[src/rtl/sram_seq_pkg.sv]
package sram_seq_pkg;

  typedef enum logic [2:0] {
    ST_IDLE    = 3'd0,
    ST_WSETUP  = 3'd1,
    ST_WPULSE  = 3'd2,
    ST_WRECOV  = 3'd3,
    ST_RACCESS = 3'd4
  } seq_state_e;

  // round a nanosecond limit up to whole clock cycles
  function automatic int unsigned ns2cyc(input int unsigned ns, input int unsigned clk_ns);
    return (ns + clk_ns - 1) / clk_ns;
  endfunction

  function automatic int unsigned umax(input int unsigned a, input int unsigned b);
    return (a > b) ? a : b;
  endfunction

  // a - b, floored at zero
  function automatic int unsigned usub(input int unsigned a, input int unsigned b);
    return (a > b) ? (a - b) : 0;
  endfunction

endpackage

[src/rtl/seq_interval_timer.sv]
module seq_interval_timer #(
  parameter int CNT_W = 8
) (
  input  logic             clk,
  input  logic             rst_n,
  input  logic             load,
  input  logic [CNT_W-1:0] load_val,
  output logic             expired
);

  logic [CNT_W-1:0] cnt_q;

  always_ff @(posedge clk) begin
    if (!rst_n)            cnt_q <= '0;
    else if (load)         cnt_q <= load_val;
    else if (cnt_q != '0)  cnt_q <= cnt_q - 1'b1;
  end

  assign expired = (cnt_q == '0);


  timer_no_wrap_chk: assert property (@(posedge clk) disable iff (!rst_n)
    (expired && !load) |=> expired);

endmodule

[src/rtl/seq_ctrl_fsm.sv]
module seq_ctrl_fsm
  import sram_seq_pkg::*;
#(
  parameter int          CNT_W     = 8,
  parameter int unsigned SETUP_CYC = 3,
  parameter int unsigned PULSE_CYC = 5,
  parameter int unsigned REC_CYC   = 6,
  parameter int unsigned RACC_CYC  = 14
) (
  input  logic             clk,
  input  logic             rst_n,
  input  logic             req,
  input  logic             req_wr,
  input  logic             expired,
  output seq_state_e       state_q,
  output logic             load,
  output logic [CNT_W-1:0] load_val,
  output logic             accept,
  output logic             finish
);

  localparam logic [CNT_W-1:0] LD_SETUP = CNT_W'(SETUP_CYC - 1);
  localparam logic [CNT_W-1:0] LD_PULSE = CNT_W'(PULSE_CYC - 1);
  localparam logic [CNT_W-1:0] LD_REC   = CNT_W'(REC_CYC - 1);
  localparam logic [CNT_W-1:0] LD_RACC  = CNT_W'(RACC_CYC - 1);

  seq_state_e state_d;

  always_comb begin
    state_d  = state_q;
    load     = 1'b0;
    load_val = '0;
    accept   = 1'b0;
    finish   = 1'b0;
    unique case (state_q)
      ST_IDLE: if (req) begin
        accept = 1'b1;
        load   = 1'b1;
        if (req_wr) begin state_d = ST_WSETUP;  load_val = LD_SETUP; end
        else        begin state_d = ST_RACCESS; load_val = LD_RACC;  end
      end
      ST_WSETUP: if (expired) begin
        state_d = ST_WPULSE; load = 1'b1; load_val = LD_PULSE;
      end
      ST_WPULSE: if (expired) begin
        state_d = ST_WRECOV; load = 1'b1; load_val = LD_REC;
      end
      ST_WRECOV: if (expired) begin
        state_d = ST_IDLE; finish = 1'b1;
      end
      ST_RACCESS: if (expired) begin
        state_d = ST_IDLE; finish = 1'b1;
      end
      default: state_d = ST_IDLE;
    endcase
  end

  always_ff @(posedge clk) begin
    if (!rst_n) state_q <= ST_IDLE;
    else        state_q <= state_d;
  end


  phase_exit_on_expiry_chk: assert property (@(posedge clk) disable iff (!rst_n)
    (state_q != ST_IDLE && !expired) |=> (state_q == $past(state_q)));

endmodule

[src/rtl/seq_strobe_decode.sv]
module seq_strobe_decode
  import sram_seq_pkg::*;
(
  input  seq_state_e state,
  output logic       cs_n,
  output logic       ce,
  output logic       oe_n,
  output logic       we_n
);

  always_comb begin
    cs_n = 1'b1;
    ce   = 1'b0;
    oe_n = 1'b1;
    we_n = 1'b1;
    unique case (state)
      ST_WSETUP:  begin cs_n = 1'b0; ce = 1'b1; end
      ST_WPULSE:  begin cs_n = 1'b0; ce = 1'b1; we_n = 1'b0; end
      ST_RACCESS: begin cs_n = 1'b0; ce = 1'b1; oe_n = 1'b0; end
      default:    ;
    endcase
  end

endmodule

[src/rtl/sram_strobe_seq.sv]
module sram_strobe_seq
  import sram_seq_pkg::*;
#(
  parameter int          AW          = 8,
  parameter int          DW          = 4,
  parameter int          CNT_W       = 8,
  parameter int unsigned CLK_NS      = 10,
  parameter int unsigned T_SELWL_NS  = 25,
  parameter int unsigned T_ASU_NS    = 20,
  parameter int unsigned T_WP_NS     = 50,
  parameter int unsigned T_DOVL_NS   = 30,
  parameter int unsigned T_SELEND_NS = 80,
  parameter int unsigned T_AVEND_NS  = 80,
  parameter int unsigned T_WREC_NS   = 5,
  parameter int unsigned T_DHOLD_NS  = 10,
  parameter int unsigned T_WCYC_NS   = 140,
  parameter int unsigned T_AACC_NS   = 130,
  parameter int unsigned T_SACC_NS   = 140,
  parameter int unsigned T_OACC_NS   = 70
) (
  input  logic          clk,
  input  logic          rst_n,
  input  logic          req,
  input  logic          req_wr,
  input  logic [AW-1:0] req_addr,
  input  logic [DW-1:0] req_wdata,
  output logic          busy,
  output logic          done,
  output logic [DW-1:0] rdata,
  output logic [AW-1:0] mem_addr,
  output logic          mem_cs_n,
  output logic          mem_ce,
  output logic          mem_oe_n,
  output logic          mem_we_n,
  output logic [DW-1:0] mem_din,
  input  logic [DW-1:0] mem_dout
);

  localparam int unsigned SETUP_CYC = umax(1, umax(ns2cyc(T_SELWL_NS, CLK_NS), ns2cyc(T_ASU_NS, CLK_NS)));
  localparam int unsigned PULSE_CYC = umax(1, umax(umax(ns2cyc(T_WP_NS, CLK_NS), ns2cyc(T_DOVL_NS, CLK_NS)),
    usub(umax(ns2cyc(T_SELEND_NS, CLK_NS), ns2cyc(T_AVEND_NS, CLK_NS)), SETUP_CYC)));
  localparam int unsigned REC_CYC   = umax(1, umax(umax(ns2cyc(T_WREC_NS, CLK_NS), ns2cyc(T_DHOLD_NS, CLK_NS)),
    usub(ns2cyc(T_WCYC_NS, CLK_NS), SETUP_CYC + PULSE_CYC)));
  localparam int unsigned RACC_CYC  = umax(1, umax(ns2cyc(T_AACC_NS, CLK_NS),
    umax(ns2cyc(T_SACC_NS, CLK_NS), ns2cyc(T_OACC_NS, CLK_NS))));

  seq_state_e       state_q;
  logic             tmr_load;
  logic [CNT_W-1:0] tmr_val;
  logic             tmr_expired;
  logic             ev_accept;
  logic             ev_finish;
  logic             ev_read_capture;

  seq_interval_timer #(.CNT_W(CNT_W)) u_timer (
    .clk      (clk),
    .rst_n    (rst_n),
    .load     (tmr_load),
    .load_val (tmr_val),
    .expired  (tmr_expired)
  );

  seq_ctrl_fsm #(
    .CNT_W     (CNT_W),
    .SETUP_CYC (SETUP_CYC),
    .PULSE_CYC (PULSE_CYC),
    .REC_CYC   (REC_CYC),
    .RACC_CYC  (RACC_CYC)
  ) u_fsm (
    .clk      (clk),
    .rst_n    (rst_n),
    .req      (req),
    .req_wr   (req_wr),
    .expired  (tmr_expired),
    .state_q  (state_q),
    .load     (tmr_load),
    .load_val (tmr_val),
    .accept   (ev_accept),
    .finish   (ev_finish)
  );

  seq_strobe_decode u_decode (
    .state (state_q),
    .cs_n  (mem_cs_n),
    .ce    (mem_ce),
    .oe_n  (mem_oe_n),
    .we_n  (mem_we_n)
  );

  assign ev_read_capture = ev_finish && (state_q == ST_RACCESS);
  assign busy            = (state_q != ST_IDLE);

  always_ff @(posedge clk) begin
    if (!rst_n) begin
      mem_addr <= '0;
      mem_din  <= '0;
      rdata    <= '0;
      done     <= 1'b0;
    end else begin
      done <= ev_finish;
      if (ev_accept) begin
        mem_addr <= req_addr;
        mem_din  <= req_wdata;
      end
      if (ev_read_capture) rdata <= mem_dout;
    end
  end


  we_in_window_chk: assert property (@(posedge clk) disable iff (!rst_n)
    !mem_we_n |-> (!mem_cs_n && mem_ce && mem_oe_n));


  addr_data_hold_chk: assert property (@(posedge clk) disable iff (!rst_n)
    !mem_we_n |-> ($stable(mem_addr) && $stable(mem_din)));


  idle_standby_chk: assert property (@(posedge clk) disable iff (!rst_n)
    !busy |-> (mem_cs_n && !mem_ce && mem_we_n && mem_oe_n));


  done_single_chk: assert property (@(posedge clk) disable iff (!rst_n)
    done |=> !done);


  hold_off_chk: assert property (@(posedge clk) disable iff (!rst_n)
    busy |=> $stable(mem_addr));

endmodule

[config.mk]
export PLATFORM = sky130hd
export DESIGN_NAME = sram_strobe_seq
export DESIGN_NICKNAME = d
export VERILOG_FILES = /design/src/rtl/sram_seq_pkg.sv /design/src/rtl/seq_interval_timer.sv /design/src/rtl/seq_ctrl_fsm.sv /design/src/rtl/seq_strobe_decode.sv /design/src/rtl/sram_strobe_seq.sv
export SDC_FILE = /design/constraint.sdc
export NUM_CORES = 1
export LEC_CHECK = 0
export CORE_MARGIN = 5
export CORE_UTILIZATION = 47
export CTS_CLUSTER_DIAMETER = 40
export DETAILED_ROUTE_END_ITERATION = 8
export PLACE_DENSITY = 0.79
export SYNTH_ARGS = -nofsm -noshare
export SYNTH_HDL_FRONTEND = slang
export SYNTH_HIERARCHICAL = 1
export SYNTH_SLANG_ARGS = --single-unit
[constraint.sdc]
create_clock -name clk -period 2.9 [get_ports clk]
set_clock_uncertainty 0.1 [all_clocks]
set_input_delay 0.435 -clock clk [delete_from_list [all_inputs] [get_ports clk]]
set_output_delay 0.435 -clock clk [all_outputs]
set_load 0.02 [all_outputs]
Word level (Yosys, flattened, before mapping)

Index checks and enable logic that the tools add are counted.

Register bits: 28
Memories: 0
Memory bits (writable): 0
Output and inout bits: 22
Memory bits (read-only): 0
Latch bits: 0
Input bits: 20
Logic and storage cells: 47

Bitwise operators: 0
Div/mod/pow operators: 0
Multiplexer cells: 22
Shifts and indexed selects: 0
Eq/ne operators: 8
Magnitude comparators: 0
Multiply operators: 0
Reductions and logical operators: 10
Add/sub/neg operators: 1

Operator list:

| cell                                                                     | count |
|---|---|
| 8-bit two-way mux                                                        | 3 |
| 8-bit one-hot mux with 3 select lines                                    | 1 |
| 3-bit two-way mux                                                        | 7 |
| 3-bit one-hot mux with 4 select lines                                    | 1 |
| 8-bit zero test                                                          | 1 |
| 1-bit two-way mux                                                        | 8 |
| 8-bit nonzero test                                                       | 1 |
| 8-bit by 1-bit subtractor with 8-bit output (second input constant)      | 1 |
| 3-bit by 2-bit == test with 1-bit output (second input constant)         | 2 |
| 2-bit inequality test (second input constant)                            | 3 |
| 4-bit two-way mux                                                        | 1 |
| 4-bit AND reduction                                                      | 1 |
| 2-bit OR reduction                                                       | 2 |
| 3-bit by 1-bit == test with 1-bit output (second input constant)         | 1 |
| 3-bit == test (second input constant)                                    | 1 |
| 3-bit zero test                                                          | 1 |
| 3-bit nonzero test                                                       | 1 |
| 3-bit OR reduction                                                       | 1 |
| 2-bit by 1-bit inequality test with 1-bit output (second input constant) | 1 |
| 1-bit one-hot mux with 2 select lines                                    | 1 |
| 2-bit nonzero test                                                       | 1 |
| 1-bit logical AND                                                        | 1 |

Longest topological paths before layout

Gate-level depths: netlist of run 1.

Depth in word-level cells: 4
Depth in mapped cells: 10
Mapped depth without buffers: 8

Hierarchy

The synthesis of run 1 kept the hierarchy.

Modules (own cells, without submodules):

| module             | cells each | instances | area each (µm²) | seq. area each (µm²) |
|---|---|---|---|---|
| sram_strobe_seq    | 60         | 1         | 661.9           | 340.3 |
| seq_interval_timer | 51         | 1         | 457.9           | 160.2 |
| seq_ctrl_fsm       | 39         | 1         | 314.1           | 60.1 |
| seq_strobe_decode  | 6          | 1         | 43.8            | 0.0 |

Least setup slack after synthesis of run 1

OpenSTA, ideal clock, no wires.

Path kind: flip-flop to flip-flop
Start: register u_timer.cnt_q[3]
End: register u_timer.cnt_q[1]
Clock period less this slack: 2584 ps
Data required time: 2665 ps
Path buffers: 2
Library setup time: 135 ps
Data arrival time: 2349 ps
Path slack: 316 ps
Stages on the path, launching flop included: 10
Cells stage by stage: dfxtp_1 nor4_4 and4bb_1 buf_6 clkbuf_1 mux2i_1 o21ai_0 inv_1 o21ai_0 a311oi_2

Longest elaborated chain between the ends: 4
Elaborated cells on any way between the ends: 6
Classes of those cells: 3 x mux; 3 x reduce/logical

Ends and longest elaborated chain:

| element                                                 | RTL line                               | text |
|---|---|---|
| start, declared                                         | seq_interval_timer.sv:11               | `logic [CNT_W-1:0] cnt_q;` |
| start signal, assigned                                  | seq_interval_timer.sv:15               | `else if (load) cnt_q <= load_val;` |
| start signal, assigned                                  | seq_interval_timer.sv:16               | `else if (cnt_q != '0) cnt_q <= cnt_q - 1'b1;` |
| 8-bit zero test *                                       | seq_interval_timer.sv:19               | `assign expired = (cnt_q == '0);` |
| via tmr_expired                                         | sram_strobe_seq.sv:50                  | `logic tmr_expired;` |
| 1-bit two-way mux *                                     | seq_ctrl_fsm.sv:42, seq_ctrl_fsm.sv:45 |  |
| 1-bit one-hot mux with 2 select lines *                 | seq_ctrl_fsm.sv:35                     | `unique case (state_q)` |
| via tmr_load                                            | sram_strobe_seq.sv:48                  | `logic tmr_load;` |
| 8-bit two-way mux or 2-bit nonzero test (tied branches) | n/a                                    |  |

Mark *: on every way through the listed nets, which the timed path passes. The rest lies on a longest branch.
A chain may end at the register's enable or synchronous reset.

Final worst setup path of run 1

Start: register u_fsm.state_q[1]
End: output port mem_cs_n

Longest elaborated chain between the ends: 3
Elaborated cells on any way between the ends: 5
Classes of those cells: 3 x eq/ne; 1 x mux; 1 x reduce/logical

Ends and longest elaborated chain:

| element                               | RTL line                | text |
|---|---|---|
| start, declared                       | seq_ctrl_fsm.sv:15      | `output seq_state_e state_q,` |
| start signal, assigned                | seq_ctrl_fsm.sv:60      | `else state_q <= state_d;` |
| 3-bit == test (tied with other cells) | seq_strobe_decode.sv:16 | `unique case (state)` |
| 3-bit OR reduction (no line) *        | n/a                     |  |
| 1-bit two-way mux *                   | seq_strobe_decode.sv:16 |  |
| end, declared                         | sram_strobe_seq.sv:31   | `output logic mem_cs_n,` |

Mark *: on every way between the ends. The rest lies on a longest branch, timed or not.

==> results of run 1 <==
==> flip-flops by register name, summed over array words and instances (netlist names) <==
register       cells
mem_addr           8
u_timer/cnt_q      8
mem_din            4
rdata              4
u_fsm/state_q      3
done               1
==> worst register-to-register path, cell delays in order, from the launching register on <==
cell      delay (ns)
dfxtp_1         0.40
nor4_4          0.35
and4bb_1        0.43
mux2i_1         0.13
o21ai_0         0.22
inv_1           0.20
o21ai_0         0.29
a311oi_2        0.06
==> how the worst max path moves through the flow <==
stage                                  startpoint                            end  slack (ns)  cells past startpoint
finish              u_fsm/state_q[1]$_SDFFE_PN0P_                       mem_cs_n        0.42                      3
global route        u_fsm/state_q[1]$_SDFFE_PN0P_                       mem_cs_n        0.24                      3
CTS                 u_fsm/state_q[1]$_SDFFE_PN0P_                         mem_ce        0.41                      3
detailed placement                            req        mem_din[0]$_SDFFE_PN0P_        0.35                      5
global placement                              req       mem_addr[7]$_SDFFE_PN0P_        0.46                      5
floorplan           u_timer/cnt_q[3]$_SDFFE_PN0P_  u_timer/cnt_q[1]$_SDFFE_PN0P_        0.32                      9
==> power groups by stage <==
| stage | combinational, µW | sequential, µW | clock [µW] |
|---|---|---|---|
| floorplan | 421 | 537 | 0 |
| global placement | 562 | 529 | 0 |
| detailed placement | 585 | 532 | 0 |
| CTS | 587 | 524 | 261 |
| global route | 638 | 537 | 282 |
| finish | 581 | 524 | 253 |
==> metal layers <==
metal  vias up  GRT usage [%]  routed length (µm)
met4         0           3.55                   9
met2        26           23.8                1380
met1       570           19.0                1420
met5         -              0                   0
li1        611              -                   -
met3         2           2.55                 177
==> per-stage QoR <==
| stage | hold slack, ns | cell area [µm²] | utilization [%] | setup WS, ns |
|---|---|---|---|---|
| global placement | 0.343 | 1880 | 62.1 | 0.462 |
| floorplan | 0.368 | 1490 | - | 0.316 |
| CTS | 0.370 | 1930 | 63.8 | 0.409 |
| finish | 0.366 | 1930 | 63.8 | 0.417 |
| global route | 0.392 | 1930 | 63.8 | 0.240 |
| detailed placement | 0.351 | 1880 | 62.1 | 0.353 |
==> cell type report <==
type | instances | area share (%)
clock buffers | 3 | 1.17
clock inverters | 1 | 1.55
inverters | 5 | 0.971
multi-input cells | 113 | 42.1
flip-flops and latches | 28 | 29.0
well taps | 44 | 2.85
repair buffers | 44 | 22.4
==> layout by cell type (no fill, tap or decap), types with 2 or more instances in the layout <==
cell type	Yosys	final
xnor2_1	3	3
nand2_1	14	14
nand3_1	6	6
nor3_1	2	2
and4bb_1	2	2
inv_1	5	5
or3b_1	2	2
a21oi_1	4	4
nor2b_1	13	13
mux2i_1	18	18
nor2_1	5	5
xor2_1	2	2
o21ai_0	6	6
dfxtp_1	28	28
and2_1	2	2
clkdlybuf4s50_1	0	41
conb_1	1	4
nand3b_1	3	3
buf_4	4	3
nor3b_1	2	2
o31ai_1	4	4
or3b_2	2	2
clkbuf_4	0	3
==> logic make-up after synthesis <==
group                      after synthesis  share of synthesized area (%)
buffers and inverters                   18                           7.79
DFF                                     28                           37.9
other                                    1                          0.254
and+or+nand+nor                         62                           26.8
muxes                                   18                           12.2
adders and majority gates                1                          0.847
xor gates and xnor gates                 5                           2.96
AOI/OAI and AO/OA                       23                           11.3
==> summary.txt, run 1 <==
Drt
  – DR DRC count: 0
  – Vias post-DR: 1,209
  – Initial DRC Count: 68
  – Drt pass-1 iters: 4
  – WL/cell: 12.5 µm
  – WL final: 2980 µm
  – Avg Vias per Cell: 5.08
  – Post-route ant nets: 0

Yosys
  – Yosys warns: 6
  – Seq/Total Area, Yosys: 37.9%
  – Yosys cell types: 43
  – Post-synth ARST share: 0%
  – Top cells by count, synth: 28 x dfxtp_1, 18 x mux2i_1, 14 x nand2_1
  – Post-Synthesis Cells: 156
  – Post-Syn Area: 1480 µm²
  – Post-synth top area share: 37.9%
  – Yosys reg bits: 28
  – Top area cells in the synthesized netlist: dfxtp_1 38%, mux2i_1 12%, nor2b_1 5.5%
  – Ys flop type: dfxtp_1
  – Count leader, synth: dfxtp_1
  – Syn Area/Cell: 9.47 µm²
  – Yosys top cell by area: dfxtp_1
  – Post-synth EDFFs: 0

Worst hold path
  – Hold Startpoint: rdata[0]$_SDFFE_PN0P_
  – HP Class: reg -> reg
  – Cell count of the worst hold path: 2
  – Hold path endpoint: rdata[0]$_SDFFE_PN0P_

Power and ir drop
  – Switching power: 475 µW
  – Power Density: 702 nW/µm²
  – Max VDD drop: 0.365 mV
  – Internal power: 883 µW
  – Sequential power share: 38.6%
  – Power, Total: 1360 µW
  – Net Sw Frac: 35.0%
  – Comb power frac: 42.8%
  – Clock power share: 18.6%
  – Lkg Pwr: 0.000734 µW

Timing
  – Slew headroom: 48.3%
  – Post-route clock period utilization: 85.6%
  – Setup TNS: 0 ns
  – Setup violations, final: 0
  – Worst-Margin Slew: 0.773 ns
  – Minimum clock period: 2.48 ns
  – Highest Clock Rate: 403 MHz
  – Hold Fails Final Rpt: 0
  – Max-slew violation count: 0
  – RSZ-0062 raised after global routing: false

Flow run
  – # Max-Cap Violations: 0

GRT
  – Largest net degree at the start of global routing: 27
  – Remaining global-route overflow: 0
  – GRT Overall Usage: 14.3%
  – First-pass GRT wire length: 5060 µm
  – Initial antenna violation count: 0
  – Number of global-route vias before repair: 1,137

Worst setup path
  – Setup crit start kind: flip-flop
  – Worst path most repeated cell: o21ai_0
  – RR Endpoint: u_timer/cnt_q[1]$_SDFFE_PN0P_
  – CP arrival: 1.95 ns
  – R2R setup slack: 0.62 ns
  – Endpoint type of the worst setup path: output pin
  – Top Family by Delay on Critical Path: flip-flops
  – Critical path cell sequence: o21ai_0, o21ai_0, clkdlybuf4s50_1
  – Critical path type: reg -> out
  – Slowest-stage cell, CP: dfxtp_1
  – CP Max Fanout: 18
  – Worst Path Required: 2.37 ns
  – Slowest stage delay, CP: 0.68 ns
  – R2R depth: 7
  – Worst path buffer plus inverter count: 1
  – Worst R2R Start: u_timer/cnt_q[3]$_SDFFE_PN0P_

Placement
  – Post-DP HPWL: 2250 µm
  – Placed cells: 234
  – Number of port buffers: 41
  – GPL Wtd Cong: 0.759

Clock network
  – Clock insertion delay at the later pin of the skew report: 0.32 ns
  – Clock Tree Root: clkbuf_4
  – Post-CTS setup buffer count: 0
  – H-tree Lvls: 1
  – Worst-path clk slew: 0.15 ns
  – # hold bufs at CTS: 0
  – Clock buffer count from CTS: 3
  – Max clock buf depth: 2
  – Clock sink count: 28
  – Post-cts sizing count: 0
  – TritonCTS clock tree: built

Die
  – DIE AREA: 4370 µm²
  – Chip width: 66.1 µm
  – Total I/O pin count: 42
  – Die Y: 66.1 µm
  – Starting density of the core: 48.8%
  – Core area: 3030 µm²
  – Core Rows: 20

Layout
  – Area grow syn2layout: 30.8%
  – Layout cells sized above 1: 8.25%
  – # fillers: 255
  – Footprint of the multi-input gates: 813 µm²
  – Ant. Diodes: 0
  – Final cell count without fillers: 238
  – Register Area: 561 µm²
  – Layout Nets: 216

Outcome
  – Status: completed
Power figures use the tool's default switching activity.
==> inputs of run 2 (changes only) <==
- CORE_UTILIZATION: 47 -> 51
- PLACE_DENSITY: 0.79 -> 0.85
- RECOVER_POWER: unset -> 25
- clock period: 2.9 -> 3 ns (I/O delays scaled with it)
==> run 2 against run 1 <==
Against the previous run: final area decreased by 0.84%; wire length increased by 3.8%; total power decreased by 3.0%; sequential share of layout area increased by 0.25 points; critical path type unchanged; critical endpoint is now mem_ce; largest power group unchanged; highest routed layer is now met3.
==> summary.txt, run 2 (same netlist as run 1, synthesis figures left out) <==
Timing
  – Max-slew violation count: 0 (unchanged)
  – RSZ-0062 raised after global routing: false
  – Minimum clock period: 2.52 ns
  – Slew headroom: 60.5% (+12 points)
  – Hold Fails Final Rpt: 0 (unchanged)
  – Worst-Margin Slew: 0.591 ns (-0.182 ns)
  – Setup violations, final: 0 (unchanged)
  – Setup TNS: 0 ns (unchanged)
  – Post-route clock period utilization: 84.1%
  – Highest Clock Rate: 396 MHz

Layout
  – Layout Nets: 216 (unchanged)
  – Post-Route Utilization: 69.5% (+5.7 points)
  – Most frequent cells in the layout: 31 x clkdlybuf4s50_1, 28 x dfxtp_1, 18 x mux2i_1, 14 x nand2_1, 13 x nor2b_1
  – Footprint of the multi-input gates: 813 µm² (unchanged)
  – Ant. Diodes: 0 (unchanged)
  – # fillers: 211 (-17%)
  – Biggest regs: mem_addr x8, u_timer/cnt_q x8
  – Commonest non-fill, non-tap cell in the layout: clkdlybuf4s50_1
  – Register Area: 561 µm² (unchanged)
  – Final cell count without fillers: 225 (-5.5%)
  – Area grow syn2layout: 29.7%
  – Layout cells sized above 1: 8.25% (unchanged)

Drt
  – Vias post-DR: 1,192 (-1.4%)
  – DR DRC count: 0 (unchanged)
  – WL final: 3100 µm (+3.8%)
  – WL/cell: 13.8 µm (+9.8%)
  – Drt pass-1 iters: 4 (unchanged)
  – Post-route ant nets: 0 (unchanged)
  – Avg Vias per Cell: 5.30 (+4.3%)
  – Initial DRC Count: 63 (-7.4%)

Worst setup path
  – Worst R2R Start: u_timer/cnt_q[0]$_SDFFE_PN0P_
  – Endpoint type of the worst setup path: output pin
  – CP arrival: 1.97 ns (+0.02 ns)
  – Slowest stage delay, CP: 0.69 ns (about the same)
  – RR Endpoint: u_timer/cnt_q[3]$_SDFFE_PN0P_
  – Top Family by Delay on Critical Path: flip-flops
  – R2R depth: 9 (+2)
  – Slowest-stage cell, CP: dfxtp_1
  – Worst path buffer plus inverter count: 1 (unchanged)
  – CP Max Fanout: 18 (unchanged)
  – Worst Path Required: 2.45 ns (+0.08 ns)
  – Critical path cell sequence: xor2_1, o21a_1, clkdlybuf4s50_1
  – Setup crit start kind: flip-flop
  – R2R setup slack: 0.62 ns (about the same)
  – Critical path type: reg -> out

Clock network
  – Clock Tree Root: clkbuf_4
  – Clock sink count: 28 (unchanged)
  – TritonCTS clock tree: built
  – H-tree Lvls: 1 (unchanged)
  – Post-CTS setup buffer count: 0 (unchanged)
  – Post-cts sizing count: 0 (unchanged)
  – Clock buffer count from CTS: 3 (unchanged)
  – Worst-path clk slew: 0.14 ns (about the same)
  – # hold bufs at CTS: 0 (unchanged)
  – Clock insertion delay at the later pin of the skew report: 0.33 ns (about the same)
  – Max clock buf depth: 2 (unchanged)

GRT
  – Largest net degree at the start of global routing: 20 (-26%)
  – First-pass GRT wire length: 5420 µm (+7.2%)
  – Initial antenna violation count: 0 (unchanged)
  – Number of global-route vias before repair: 1,205 (+6.0%)
  – Remaining global-route overflow: 0 (unchanged)
  – GRT Overall Usage: 15.6% (+1.4 points)

Flow run
  – # Max-Cap Violations: 0 (unchanged)

Die
  – DIE AREA: 4070 µm² (-6.7%)
  – Total I/O pin count: 42 (unchanged)
  – Chip width: 63.8 µm (-3.4%)
  – Core Rows: 19 (-5.0%)
  – Starting density of the core: 53.6% (+4.8 points)
  – Core area: 2760 µm² (-8.9%)
  – Die Y: 63.8 µm (-3.4%)

Placement
  – Post-DP HPWL: 2310 µm (+2.5%)
  – Number of port buffers: 41 (unchanged)
  – GPL Wtd Cong: 0.831 (+9.6%)
  – Placed cells: 221 (-5.6%)

Worst hold path
  – HP Class: reg -> reg
  – Hold Startpoint: rdata[3]$_SDFFE_PN0P_
  – Hold path endpoint: rdata[3]$_SDFFE_PN0P_
  – Cell count of the worst hold path: 2 (unchanged)

Power and ir drop
  – Max VDD drop: 0.523 mV (+43%)
  – Power Density: 687 nW/µm² (-2.2%)
  – Lkg Pwr: 0.000764 µW (+4.2%)

Outcome
  – Status: completed
## run 2: how the worst max path moves through the flow
stage,startpoint,endpoint,slack (ns),cells past startpoint
after floorplan,u_timer/cnt_q[3]$_SDFFE_PN0P_,u_timer/cnt_q[1]$_SDFFE_PN0P_,0.42,9
after global placement,req,mem_addr[7]$_SDFFE_PN0P_,0.55,5
after detailed placement,req,mem_din[3]$_SDFFE_PN0P_,0.45,5
after CTS,u_fsm/state_q[1]$_SDFFE_PN0P_,mem_ce,0.48,3
after global routing,u_fsm/state_q[1]$_SDFFE_PN0P_,mem_cs_n,0.34,3
final,u_fsm/state_q[1]$_SDFFE_PN0P_,mem_ce,0.48,3
## run 2: tightest hold or removal path: cells and delay by family, from the launching register on
family | cells | cell delay (ns)
flip-flops | 1 | 0.33
AND/OR/NAND/NOR | 1 | 0.05
multiplexers | 1 | 0.05
## run 2: layout make-up
| class | instances | area share, % |
|---|---|---|
| Clock buffer | 3 | 1.17 |
| Clock inverter | 1 | 1.57 |
| Inverter | 5 | 0.979 |
| Multi-Input combinational cell | 113 | 42.4 |
| Sequential cell | 28 | 29.2 |
| Tap cell | 31 | 2.02 |
| Timing Repair Buffer | 44 | 22.6 |
## run 2: metal layers
layer	global-route usage (%)	up-vias	share of wire, %
li1	-	613	-
met1	19.2	554	45
met2	26.9	25	49
met3	4.03	0	6.1
met4	4.42	0	0
met5	0	-	0
## run 2: power breakdown
group / leakage (µW) / total, µW / internal (µW) / switching (µW)
registers: 0.000230 / 510 / 435 / 74.5
logic: 0.000507 / 561 / 280 / 281
clock network: 0.0000279 / 246 / 135 / 111
total: 0.000764 / 1320 / 850 / 466
## run 2: per-stage QoR
step                total power [µW]  hold WS (ns)  instance area [µm²]  setup slack, ns
floorplan                        926         0.368                 1490            0.416
detailed placement              1080         0.351                 1860            0.447
finish                          1320         0.362                 1920            0.476
CTS                             1330         0.370                 1920            0.484
global route                    1410         0.390                 1920            0.339
global placement                1050         0.343                 1860            0.548
